--- config.mk ---
export PLATFORM = sky130hd
export DESIGN_NAME = adc_seq_top
export DESIGN_NICKNAME = d
export VERILOG_FILES = /design/src/rtl/adc_seq_pkg.sv /design/src/rtl/adc_spi_xfer.sv /design/src/rtl/adc_seq_ctrl.sv /design/src/rtl/adc_res_fifo.sv /design/src/rtl/adc_seq_top.sv
export SDC_FILE = /design/constraint.sdc
export NUM_CORES = 1
export LEC_CHECK = 0
export BUFFER_PORTS_ARGS = -buffer_cell sky130_fd_sc_hd__buf_2
export CORE_MARGIN = 8
export CORE_UTILIZATION = 50
export DETAILED_ROUTE_END_ITERATION = 10
export PLACE_DENSITY = 0.66
export SLEW_MARGIN = 40
export SYNTH_ARGS = -nofsm -noshare
export SYNTH_HDL_FRONTEND = slang
export SYNTH_HIERARCHICAL = 1
export SYNTH_SLANG_ARGS = --single-unit
--- constraint.sdc ---
create_clock -name clk -period 5.1 [get_ports clk]
set_input_delay 1.275 -clock clk [delete_from_list [all_inputs] [get_ports clk]]
set_output_delay 1.275 -clock clk [all_outputs]
set_load 0.01 [all_outputs]
--- src/rtl/adc_seq_pkg.sv ---
package adc_seq_pkg;
  typedef enum logic [1:0] {
    MODE_SAMPLE = 2'd0,
    MODE_BURST  = 2'd1,
    MODE_CONFIG = 2'd2,
    MODE_NONE   = 2'd3
  } seq_mode_e;

  typedef enum logic [2:0] {
    S_IDLE, S_CNV, S_WAIT, S_XFER, S_GAP, S_CFG
  } seq_state_e;

  localparam int FRAME_BITS = 24;
  localparam int CTRL_BITS  = 8;
endpackage

--- src/rtl/adc_spi_xfer.sv ---
module adc_spi_xfer #(
  parameter int SPI_DIV = 8,
  parameter int FW      = 24,
  parameter int NB_W    = 5
) (
  input  logic            clk,
  input  logic            rst_n,
  input  logic            go,
  input  logic [NB_W-1:0] nbits,
  input  logic [FW-1:0]   tx,
  input  logic            miso,
  output logic            sclk,
  output logic            mosi,
  output logic            busy,
  output logic            done,
  output logic [FW-1:0]   rx
);
  localparam int HALF = SPI_DIV / 2;
  localparam int HC_W = (HALF > 1) ? $clog2(HALF) : 1;

  logic            act_q, act_n, sclk_q, sclk_n, done_q, done_n;
  logic [HC_W-1:0] hc_q, hc_n;
  logic [NB_W-1:0] bc_q, bc_n, nb_q, nb_n;
  logic [FW-1:0]   sh_q, sh_n, rx_q, rx_n;

  always_comb begin
    act_n  = act_q;
    sclk_n = sclk_q;
    done_n = 1'b0;
    hc_n   = hc_q;
    bc_n   = bc_q;
    nb_n   = nb_q;
    sh_n   = sh_q;
    rx_n   = rx_q;
    if (!act_q) begin
      if (go) begin
        act_n  = 1'b1;
        sclk_n = 1'b0;
        hc_n   = '0;
        bc_n   = '0;
        nb_n   = nbits;
        sh_n   = tx;
        rx_n   = '0;
      end
    end else if (hc_q == HC_W'(HALF - 1)) begin
      hc_n = '0;
      if (!sclk_q) begin
        sclk_n = 1'b1;
        rx_n   = {rx_q[FW-2:0], miso};
      end else begin
        sclk_n = 1'b0;
        sh_n   = sh_q << 1;
        if (bc_q == nb_q - NB_W'(1)) begin
          act_n  = 1'b0;
          done_n = 1'b1;
        end else begin
          bc_n = bc_q + NB_W'(1);
        end
      end
    end else begin
      hc_n = hc_q + HC_W'(1);
    end
  end

  always_ff @(posedge clk or negedge rst_n) begin
    if (!rst_n) begin
      act_q  <= 1'b0;
      sclk_q <= 1'b0;
      done_q <= 1'b0;
      hc_q   <= '0;
      bc_q   <= '0;
      nb_q   <= '0;
      sh_q   <= '0;
      rx_q   <= '0;
    end else begin
      act_q  <= act_n;
      sclk_q <= sclk_n;
      done_q <= done_n;
      hc_q   <= hc_n;
      bc_q   <= bc_n;
      nb_q   <= nb_n;
      sh_q   <= sh_n;
      rx_q   <= rx_n;
    end
  end

  assign sclk = sclk_q;
  assign mosi = act_q & sh_q[FW-1];
  assign busy = act_q | done_q;
  assign done = done_q;
  assign rx   = rx_q;
endmodule

--- src/rtl/adc_seq_ctrl.sv ---
module adc_seq_ctrl
  import adc_seq_pkg::*;
#(
  parameter int CNV_HI_CYC   = 4,
  parameter int CNV_WAIT_CYC = 56,
  parameter int LEN_W        = 8,
  parameter int IVL_W        = 16,
  parameter int FW           = 24,
  parameter int CW           = 8,
  parameter int NB_W         = 5
) (
  input  logic             clk,
  input  logic             rst_n,
  input  logic             start,
  input  logic [1:0]       mode,
  input  logic [CW-1:0]    ctrl_word,
  input  logic             cfg_last,
  input  logic [LEN_W-1:0] burst_len,
  input  logic [IVL_W-1:0] burst_ivl,
  input  logic             xfer_done,
  output logic             busy,
  output logic             cnv,
  output logic             xfer_go,
  output logic [NB_W-1:0]  xfer_nbits,
  output logic [FW-1:0]    xfer_tx,
  output logic             cfg_open,
  output logic             push
);
  localparam int TMAX = (CNV_HI_CYC > CNV_WAIT_CYC) ? CNV_HI_CYC : CNV_WAIT_CYC;
  localparam int TC_W = $clog2(TMAX + 1);

  seq_mode_e        md;
  seq_state_e       st_q, st_n;
  logic [TC_W-1:0]  tc_q, tc_n;
  logic [IVL_W-1:0] ic_q, ic_n, iv_q, iv_n;
  logic [LEN_W-1:0] rem_q, rem_n;
  logic [CW-1:0]    cw_q, cw_n;
  logic             last_q, last_n, open_q, open_n, cnv_q;
  logic [IVL_W:0]   ic_inc;
  logic             ivl_due;

  assign md      = seq_mode_e'(mode);
  assign ic_inc  = {1'b0, ic_q} + (IVL_W + 1)'(1);
  assign ivl_due = ic_inc >= {1'b0, iv_q};

  always_comb begin
    st_n   = st_q;
    tc_n   = tc_q;
    ic_n   = (&ic_q) ? ic_q : ic_q + IVL_W'(1);
    iv_n   = iv_q;
    rem_n  = rem_q;
    cw_n   = cw_q;
    last_n = last_q;
    open_n = open_q;
    xfer_go = 1'b0;
    push    = 1'b0;
    case (st_q)
      S_IDLE: if (start) begin
        if (md == MODE_CONFIG) begin
          xfer_go = 1'b1;
          st_n    = S_CFG;
          last_n  = cfg_last;
        end else if (!open_q && (md == MODE_SAMPLE ||
                     (md == MODE_BURST && burst_len != '0))) begin
          st_n  = S_CNV;
          tc_n  = '0;
          ic_n  = '0;
          rem_n = (md == MODE_SAMPLE) ? LEN_W'(1) : burst_len;
          cw_n  = ctrl_word;
          iv_n  = burst_ivl;
        end
      end
      S_CNV: if (tc_q == TC_W'(CNV_HI_CYC - 1)) begin
        st_n = S_WAIT;
        tc_n = '0;
      end else begin
        tc_n = tc_q + TC_W'(1);
      end
      S_WAIT: if (tc_q == TC_W'(CNV_WAIT_CYC - 1)) begin
        xfer_go = 1'b1;
        st_n    = S_XFER;
        tc_n    = '0;
      end else begin
        tc_n = tc_q + TC_W'(1);
      end
      S_XFER: if (xfer_done) begin
        push  = 1'b1;
        rem_n = rem_q - LEN_W'(1);
        if (rem_q == LEN_W'(1)) begin
          st_n = S_IDLE;
        end else if (ivl_due) begin
          st_n = S_CNV;
          tc_n = '0;
          ic_n = '0;
        end else begin
          st_n = S_GAP;
        end
      end
      S_GAP: if (ivl_due) begin
        st_n = S_CNV;
        tc_n = '0;
        ic_n = '0;
      end
      S_CFG: if (xfer_done) begin
        st_n   = S_IDLE;
        open_n = !last_q;
      end
      default: st_n = S_IDLE;
    endcase
  end

  always_ff @(posedge clk or negedge rst_n) begin
    if (!rst_n) begin
      st_q   <= S_IDLE;
      tc_q   <= '0;
      ic_q   <= '0;
      iv_q   <= '0;
      rem_q  <= '0;
      cw_q   <= '0;
      last_q <= 1'b0;
      open_q <= 1'b0;
      cnv_q  <= 1'b0;
    end else begin
      st_q   <= st_n;
      tc_q   <= tc_n;
      ic_q   <= ic_n;
      iv_q   <= iv_n;
      rem_q  <= rem_n;
      cw_q   <= cw_n;
      last_q <= last_n;
      open_q <= open_n;
      cnv_q  <= (st_n == S_CNV);
    end
  end

  assign busy       = (st_q != S_IDLE);
  assign cnv        = cnv_q;
  assign cfg_open   = open_q;
  assign xfer_nbits = (st_q == S_IDLE) ? NB_W'(CW) : NB_W'(FW);
  assign xfer_tx    = {((st_q == S_IDLE) ? ctrl_word : cw_q), (FW - CW)'(0)};
endmodule

--- src/rtl/adc_res_fifo.sv ---
module adc_res_fifo #(
  parameter int DEPTH = 16,
  parameter int W     = 24,
  parameter int CNT_W = 5
) (
  input  logic             clk,
  input  logic             rst_n,
  input  logic             push,
  input  logic [W-1:0]     din,
  input  logic             pop,
  output logic [W-1:0]     dout,
  output logic             empty,
  output logic [CNT_W-1:0] cnt,
  output logic             ovf
);
  localparam int PTR_W = (DEPTH > 1) ? $clog2(DEPTH) : 1;

  logic [W-1:0]     mem_q [DEPTH];
  logic [PTR_W-1:0] wp_q, wp_n, rp_q, rp_n;
  logic [CNT_W-1:0] cnt_q, cnt_n;
  logic             ovf_q, ovf_n, push_ok, pop_ok, full;

  function automatic logic [PTR_W-1:0] ptr_inc(input logic [PTR_W-1:0] p);
    return (p == PTR_W'(DEPTH - 1)) ? '0 : p + PTR_W'(1);
  endfunction

  assign full    = (cnt_q == CNT_W'(DEPTH));
  assign pop_ok  = pop && (cnt_q != '0);
  assign push_ok = push && (!full || pop_ok);

  always_comb begin
    wp_n  = push_ok ? ptr_inc(wp_q) : wp_q;
    rp_n  = pop_ok ? ptr_inc(rp_q) : rp_q;
    ovf_n = ovf_q | (push & ~push_ok);
    case ({push_ok, pop_ok})
      2'b10:   cnt_n = cnt_q + CNT_W'(1);
      2'b01:   cnt_n = cnt_q - CNT_W'(1);
      default: cnt_n = cnt_q;
    endcase
  end

  always_ff @(posedge clk or negedge rst_n) begin
    if (!rst_n) begin
      wp_q  <= '0;
      rp_q  <= '0;
      cnt_q <= '0;
      ovf_q <= 1'b0;
    end else begin
      wp_q  <= wp_n;
      rp_q  <= rp_n;
      cnt_q <= cnt_n;
      ovf_q <= ovf_n;
    end
  end

  always_ff @(posedge clk) begin
    if (push_ok) mem_q[wp_q] <= din;
  end

  assign dout  = mem_q[rp_q];
  assign empty = (cnt_q == '0);
  assign cnt   = cnt_q;
  assign ovf   = ovf_q;
endmodule

--- src/rtl/adc_seq_top.sv ---
module adc_seq_top
  import adc_seq_pkg::*;
#(
  parameter int CNV_HI_CYC   = 4,
  parameter int CNV_WAIT_CYC = 56,
  parameter int SPI_DIV      = 8,
  parameter int NCS          = 3,
  parameter int ADC_CS       = 1,
  parameter int FIFO_DEPTH   = 16,
  parameter int LEN_W        = 8,
  parameter int IVL_W        = 16,
  localparam int CNT_W       = $clog2(FIFO_DEPTH + 1)
) (
  input  logic                  clk,
  input  logic                  rst_n,
  input  logic                  start,
  input  logic [1:0]            mode,
  input  logic [CTRL_BITS-1:0]  ctrl_word,
  input  logic                  cfg_last,
  input  logic [LEN_W-1:0]      burst_len,
  input  logic [IVL_W-1:0]      burst_ivl,
  output logic                  busy,
  output logic                  adc_cnv,
  output logic                  spi_sclk,
  output logic                  spi_mosi,
  input  logic                  spi_miso,
  output logic [NCS-1:0]        spi_cs_n,
  input  logic                  fifo_rd,
  output logic [FRAME_BITS-1:0] fifo_data,
  output logic                  fifo_empty,
  output logic [CNT_W-1:0]      fifo_cnt,
  output logic                  fifo_ovf
);
  localparam int NB_W = $clog2(FRAME_BITS + 1);

  logic [1:0]            rs_q;
  logic                  rst_i;
  logic                  x_go, x_busy, x_done, cfg_open, push, adc_sel;
  logic [NB_W-1:0]       x_nbits;
  logic [FRAME_BITS-1:0] x_tx, x_rx;

  always_ff @(posedge clk or negedge rst_n) begin
    if (!rst_n) rs_q <= 2'b00;
    else        rs_q <= {rs_q[0], 1'b1};
  end
  assign rst_i = rs_q[1];

  adc_seq_ctrl #(
    .CNV_HI_CYC(CNV_HI_CYC), .CNV_WAIT_CYC(CNV_WAIT_CYC), .LEN_W(LEN_W),
    .IVL_W(IVL_W), .FW(FRAME_BITS), .CW(CTRL_BITS), .NB_W(NB_W)
  ) u_ctrl (
    .clk(clk), .rst_n(rst_i), .start(start), .mode(mode),
    .ctrl_word(ctrl_word), .cfg_last(cfg_last), .burst_len(burst_len),
    .burst_ivl(burst_ivl), .xfer_done(x_done), .busy(busy), .cnv(adc_cnv),
    .xfer_go(x_go), .xfer_nbits(x_nbits), .xfer_tx(x_tx),
    .cfg_open(cfg_open), .push(push)
  );

  adc_spi_xfer #(.SPI_DIV(SPI_DIV), .FW(FRAME_BITS), .NB_W(NB_W)) u_xfer (
    .clk(clk), .rst_n(rst_i), .go(x_go), .nbits(x_nbits), .tx(x_tx),
    .miso(spi_miso), .sclk(spi_sclk), .mosi(spi_mosi), .busy(x_busy),
    .done(x_done), .rx(x_rx)
  );

  adc_res_fifo #(.DEPTH(FIFO_DEPTH), .W(FRAME_BITS), .CNT_W(CNT_W)) u_fifo (
    .clk(clk), .rst_n(rst_i), .push(push), .din(x_rx), .pop(fifo_rd),
    .dout(fifo_data), .empty(fifo_empty), .cnt(fifo_cnt), .ovf(fifo_ovf)
  );

  assign adc_sel = x_busy | cfg_open;

  for (genvar g = 0; g < NCS; g++) begin : g_cs
    if (g == ADC_CS) begin : g_adc
      assign spi_cs_n[g] = ~adc_sel;
    end else begin : g_idle
      assign spi_cs_n[g] = 1'b1;
    end
  end
endmodule

==> summary.txt, run 1 <==
largest net degree at the start of global routing: 60
relative slew slack: 44.6%
measured slew at the worst slew-check pin: 0.830 ns
GR Overflow Total: 0
Hold Crit Class: reg -> async
fin util: 57.2%
Max Cap Viol: 0
Max Slew Vio Count: 0
share of layout cells above drive strength 1: 18.8%
grt met1 use: 25.0%
yosys warns: 6
iteration count of the initial detailed-routing pass: 5
RSZ-0062 raised after global routing: no
setup violators final: 0
Synth Register Bits: 523
CP arrival: 2.95 ns
kind of critical path: reg -> out
GRT Total Usage: 18.8%
wire per inst: 21.4 um
Worst R2R Start: u_ctrl/st_q[1]$_DFF_PN0_
worst clock skew: 0.0230 ns
synthesized area per cell: 14.7 um2
GRT met2 Usage: 31.4%
Clock Latency Late Sink: 0.60 ns
Post-route DRC: 0
sequential area share after synthesis: 67.1%
cell taking the most area after synthesis: edfxtp_1
Lkg Pwr: 9.70 nW
Starting Density: 50.6%
DP HPWL: 28000 um
power per cell area: 560 nW/um2
Area growth syn-to-layout: 13.1%
antenna violations before repair: 1
Post-synth EDFFs: 384
setup_tns: 0 ns
largest cells by area after synthesis: edfxtp_1 52%, dfrtp_1 16%, mux2i_1 5.6%
die height: 227 um
GP Congestion: 0.797
final-report hold violation count: 0
Reg-to-Reg End: u_fifo/mem_q[11][5]$_DFFE_PP_
crit path time final: 4.22 ns
clock-pin slew on the worst setup and hold paths: 0.06 ns
row count: 77
DR vias/cell: 5.73
routed via count: 12845
critical-path maximum fanout: 30
Post-CTS Resized: 0
input/output buffers: 75
count of cell types in the netlist: 81
Critical Path End Type: primary output
first-pass GRT wire length: 74900 um
NumNets Final: 1676
reg2reg path depth: 6
CTS Hold Bufs: 0
clock buffer depth: 3
die width: 227 um
grt met3 use: 3.10%
Root Driver: clkbuf_16
total core area: 44200 um2
Max VDD drop: 323 uV
Achievable Freq: 237 MHz
# diodes: 0
Synth top area share: 51.6%
post-synthesis async set-or-reset flop share: 26.6%
Routed WL: 47900 um
Iteration-0 DRC Markers: 1096
Worst EP required: 3.83 ns
status: complete, no violations
predominant post-synthesis flop cell: edfxtp_1
gr busiest metal: met2
number of global-route vias before repair: 13139
H-tree Lvls: 2
antenna viol nets, final: 0
Final Cycle Share: 82.8%
R2R Setup Slk: 1.75 ns
Critical Path Start: u_fifo/rp_q[2]$_DFFE_PN0N_
Syn Inst Count: 1517
total clock sinks: 523
CTS tree: built
postcts setup bufs: 0
CP Launch Type: flip-flop
Die Area: 51700 um2
# IOs: 78
synthesized cell area: 22400 um2
total CTS buffers: 53
[flip-flops by register name, summed over array words and instances, names as in the netlist, 2 cells and up]
register / flops
u_fifo/mem_q: 384
u_xfer/rx: 24
u_xfer/sh_q: 24
u_ctrl/ic_q: 16
u_ctrl/iv_q: 16
u_ctrl/cw_q: 8
u_ctrl/rem_q: 8
u_ctrl/tc_q: 6
u_fifo/cnt: 5
u_xfer/bc_q: 5
u_xfer/nb_q: 5
u_fifo/rp_q: 4
u_fifo/wp_q: 4
u_ctrl/st_q: 3
rs_q: 2
u_xfer/hc_q: 2
[worst max path at each step]
stage	endpoint	slack, ns
after global placement	u_ctrl/rem_q[5]$_DFFE_PN0P_	1.46
after global routing	fifo_data[8]	0.74
after detailed placement	u_ctrl/rem_q[6]$_DFFE_PN0P_	1.34
after floorplan	u_fifo/mem_q[3][0]$_DFFE_PP_	0.75
after CTS	fifo_data[8]	0.85
final	fifo_data[8]	0.88
[area by class of cell]
cell class,instances,area (um2)
timing repair buffer,113,714
tap,592,741
fill,3408,18900
multi-input combinational,871,6780
clock inverter,34,430
inverter,42,158
sequential,523,15000
clock buffer,65,1440
[critical path, stage by stage, from the launching register on]
cell      delay, ns
dfrtp_1        0.62
and2_2         0.80
buf_4          0.34
a221oi_1       0.12
o21ai_0        0.23
nand2_1        0.08
buf_2          0.15
[synth_stat cells (7+ instances only)]
| master | n |
|---|---|
| nor2b_1 | 7 |
| a221oi_1 | 48 |
| inv_1 | 42 |
| mux4_2 | 48 |
| nor3_1 | 12 |
| clkbuf_1 | 38 |
| nor4_1 | 9 |
| nor2_1 | 47 |
| dfrtp_1 | 139 |
| nand2_1 | 146 |
| ha_1 | 31 |
| buf_4 | 32 |
| and2_1 | 9 |
| xnor2_1 | 15 |
| buf_2 | 27 |
| nand4_1 | 10 |
| edfxtp_1 | 384 |
| nand3_1 | 60 |
| mux2_2 | 19 |
| a21oi_1 | 24 |
| and3_1 | 9 |
| mux2i_1 | 124 |
| a22oi_1 | 28 |
| xor2_1 | 12 |
| o21ai_0 | 92 |
[cells by family after synthesis]
family,Yosys count,share of synthesized area [%]
flops,523,67.1
fa+ha+maj,32,1.82
simple gates,345,7.45
mux,192,11.4
compound gates,252,7.89
buf+inv,143,3.17
xor+xnor,27,1.06
other cells,3,0.0504
[routing by layer]
layer	wire, um	share of wire, %
met3	2620	5.5
met4	1120	2.3
met5	12	0.025
met2	23400	49
met1	20700	43
[layout by cell type, fill, tap and decap left out, types with 48 or more instances in the layout]
cell,count
mux4_2,48
clkbuf_16,54
a221oi_1,48
edfxtp_1,384
nand2_1,146
dfrtp_1,135
mux2i_1,124
buf_2,75
nand3_1,60
o21ai_0,92
[where the power goes]
part	leakage [nW]	internal, mW	switching [mW]
clock	0.922	2.51	1.60
combinational	3.56	1.66	2.14
sequential	5.22	5.43	0.821
[per-stage QoR]
step	power [mW]	std cells	instance area [um2]	setup slack (ns)	hold slack [ns]
6_report	14.2	2240	25300	0.875	0.257
4_1_cts	14.3	2239	25300	0.847	0.269
3_3_place_gp	10.0	2139	23400	1.46	0.340
5_1_grt	14.9	2240	25300	0.745	0.300
3_5_place_dp	10.2	2140	23400	1.34	0.270
2_1_floorplan	8.92	1537	22400	0.749	0.331
Power figures use the tool's default switching activity.
==> run 2: changes to the inputs <==
==> constraint.sdc (replaced) <==
create_clock -name clk -period 4.2 [get_ports clk]
set_input_delay 1.05 -clock clk [delete_from_list [all_inputs] [get_ports clk]]
set_output_delay 1.05 -clock clk [all_outputs]
set_load 0.01 [all_outputs]
==> run 2 against run 1 <==
Against the previous run:
- clock power rose by 13%
- routed wire length is 0.23% higher
- clock-buffer cell count up 10
- critical endpoint is now fifo_data[20]
- largest power group unchanged
- combinational power increased by 25%
- die area stayed put
==> summary.txt, run 2 (synthesis results as in run 1) <==
# diodes: 0
CTS Hold Bufs: 0
relative slew slack: 46.8%
DR vias/cell: 5.72
iteration count of the initial detailed-routing pass: 5
sequential power share: 44.6%
worst hold-check slack: 0.226 ns
Worst EP required: 3.15 ns
Root Driver: clkbuf_16
most frequent cells in the layout: 384 x edfxtp_1, 146 x nand2_1, 135 x dfrtp_1, 124 x mux2i_1, 92 x o21ai_0
Area growth syn-to-layout: 12.8%
worst clock skew: 0.0170 ns
postcts setup bufs: 0
power per cell area: 670 nW/um2
first-pass GRT wire length: 75000 um
Clock Latency Late Sink: 0.59 ns
antenna viol nets, final: 0
Die Area: 51700 um2
share of layout cells above drive strength 1: 18.9%
switching power: 5.52 mW
final-report hold violation count: 0
number of global-route vias before repair: 12905
CTS tree: built
post-route cell area: 25200 um2
critical-path maximum fanout: 28
CP Launch Type: flip-flop
input/output buffers: 75
total CTS buffers: 53
Final Cycle Share: 95.2%
Final Total Pwr: 16.9 mW
clock buffer depth: 3
Hold Crit Class: reg -> async
commonest non-fill, non-tap cell in the layout: edfxtp_1
clock power share: 27.4%
status: complete, no violations
fin util: 57.1%
reg2reg path depth: 11
Achievable Freq: 250 MHz
kind of critical path: reg -> out
PnR worst setup slack: 0.201 ns
Largest Register: u_fifo/mem_q
GRT Total Usage: 18.8%
Max VDD drop: 386 uV
Lkg Pwr: 9.66 nW
Placed Area: 23500 um2
GP Congestion: 0.776
Sw Share: 32.6%
total core area: 44200 um2
total clock sinks: 523
Iteration-0 DRC Markers: 1023
max reg flops: 384
die height: 227 um
# IOs: 78
H-tree Lvls: 2
filler instances: 3424
setup violators final: 0
Max Slew Vio Count: 0
setup slack after placement: 0.846 ns
clock-pin slew on the worst setup and hold paths: 0.06 ns
measured slew at the worst slew-check pin: 0.797 ns
DP HPWL: 27800 um
Post-route DRC: 0
routed via count: 12858
Starting Density: 50.6%
antenna violations before repair: 1
GR Overflow Total: 0
NumNets Final: 1682
CP arrival: 2.95 ns
filler-free cell count of the finished design: 2247
Post-CTS Resized: 0
RSZ-0062 raised after global routing: no
setup_tns: 0 ns
die width: 227 um
Critical Path End Type: primary output
Routed WL: 48000 um
wire per inst: 21.4 um
crit path time final: 4.00 ns
Max Cap Viol: 0
row count: 77
placed insts: 2145
largest net degree at the start of global routing: 63
Internal Power: 11.4 mW
Comb power frac: 28.0%
[run 2: worst paths after layout]
| path | end | slack (ns) | start |
|---|---|---|---|
| min in group clk | rs_q[1]$_DFF_PN0_ | 0.35 | rs_q[0]$_DFF_PN0_ |
| hold reg to reg | u_xfer/sh_q[11]$_DFFE_PN0P_ | 0.23 | rs_q[1]$_DFF_PN0_ |
| max in group asynchronous | u_xfer/act_q$_DFF_PN0_ | 3.30 | rs_q[1]$_DFF_PN0_ |
| setup reg to reg | u_ctrl/ic_q[7]$_DFF_PN0_ | 1.09 | u_ctrl/ic_q[0]$_DFF_PN0_ |
| hold / removal | u_xfer/sh_q[11]$_DFFE_PN0P_ | 0.23 | rs_q[1]$_DFF_PN0_ |
| setup / recovery | fifo_data[20] | 0.20 | u_fifo/rp_q[2]$_DFFE_PN0N_ |
[run 2: routing by layer]
metal	up-vias	share of wire (%)	track usage (%)	wire, um
met1	6513	44	25.7	21300
met5	-	0.027	0	13
met4	2	1.7	4.30	818
met2	324	48	30.9	23200
li1	5953	-	-	-
met3	66	5.4	3.72	2600
[run 2: power groups by stage]
stage	clock, mW	combinational, mW	sequential, mW
detailed placement	0	4.76	7.64
global placement	0	4.62	7.60
finish	4.64	4.74	7.54
global route	4.94	5.23	7.67
floorplan	0	3.58	7.25
CTS	4.74	4.78	7.54
[run 2: final cells by class]
type,count,area (um2),share of cell area (%)
Multi-Input combinational cell,871,6770,26.8
Clock inverter,25,209,0.828
Sequential cell,523,15000,59.5
Timing Repair Buffer,119,813,3.22
Inverter,42,158,0.625
Tap cell,592,741,2.94
Clock buffer,75,1520,6.03
[run 2: worst max-delay path, stage by stage (launching register included)]
cell and delay [ns]:
dfrtp_1 0.35, buf_4 0.40, and2_2 0.50, buf_4 0.37, a221oi_1 0.15, o21ai_0 0.22, nand2_1 0.17, buf_2 0.18
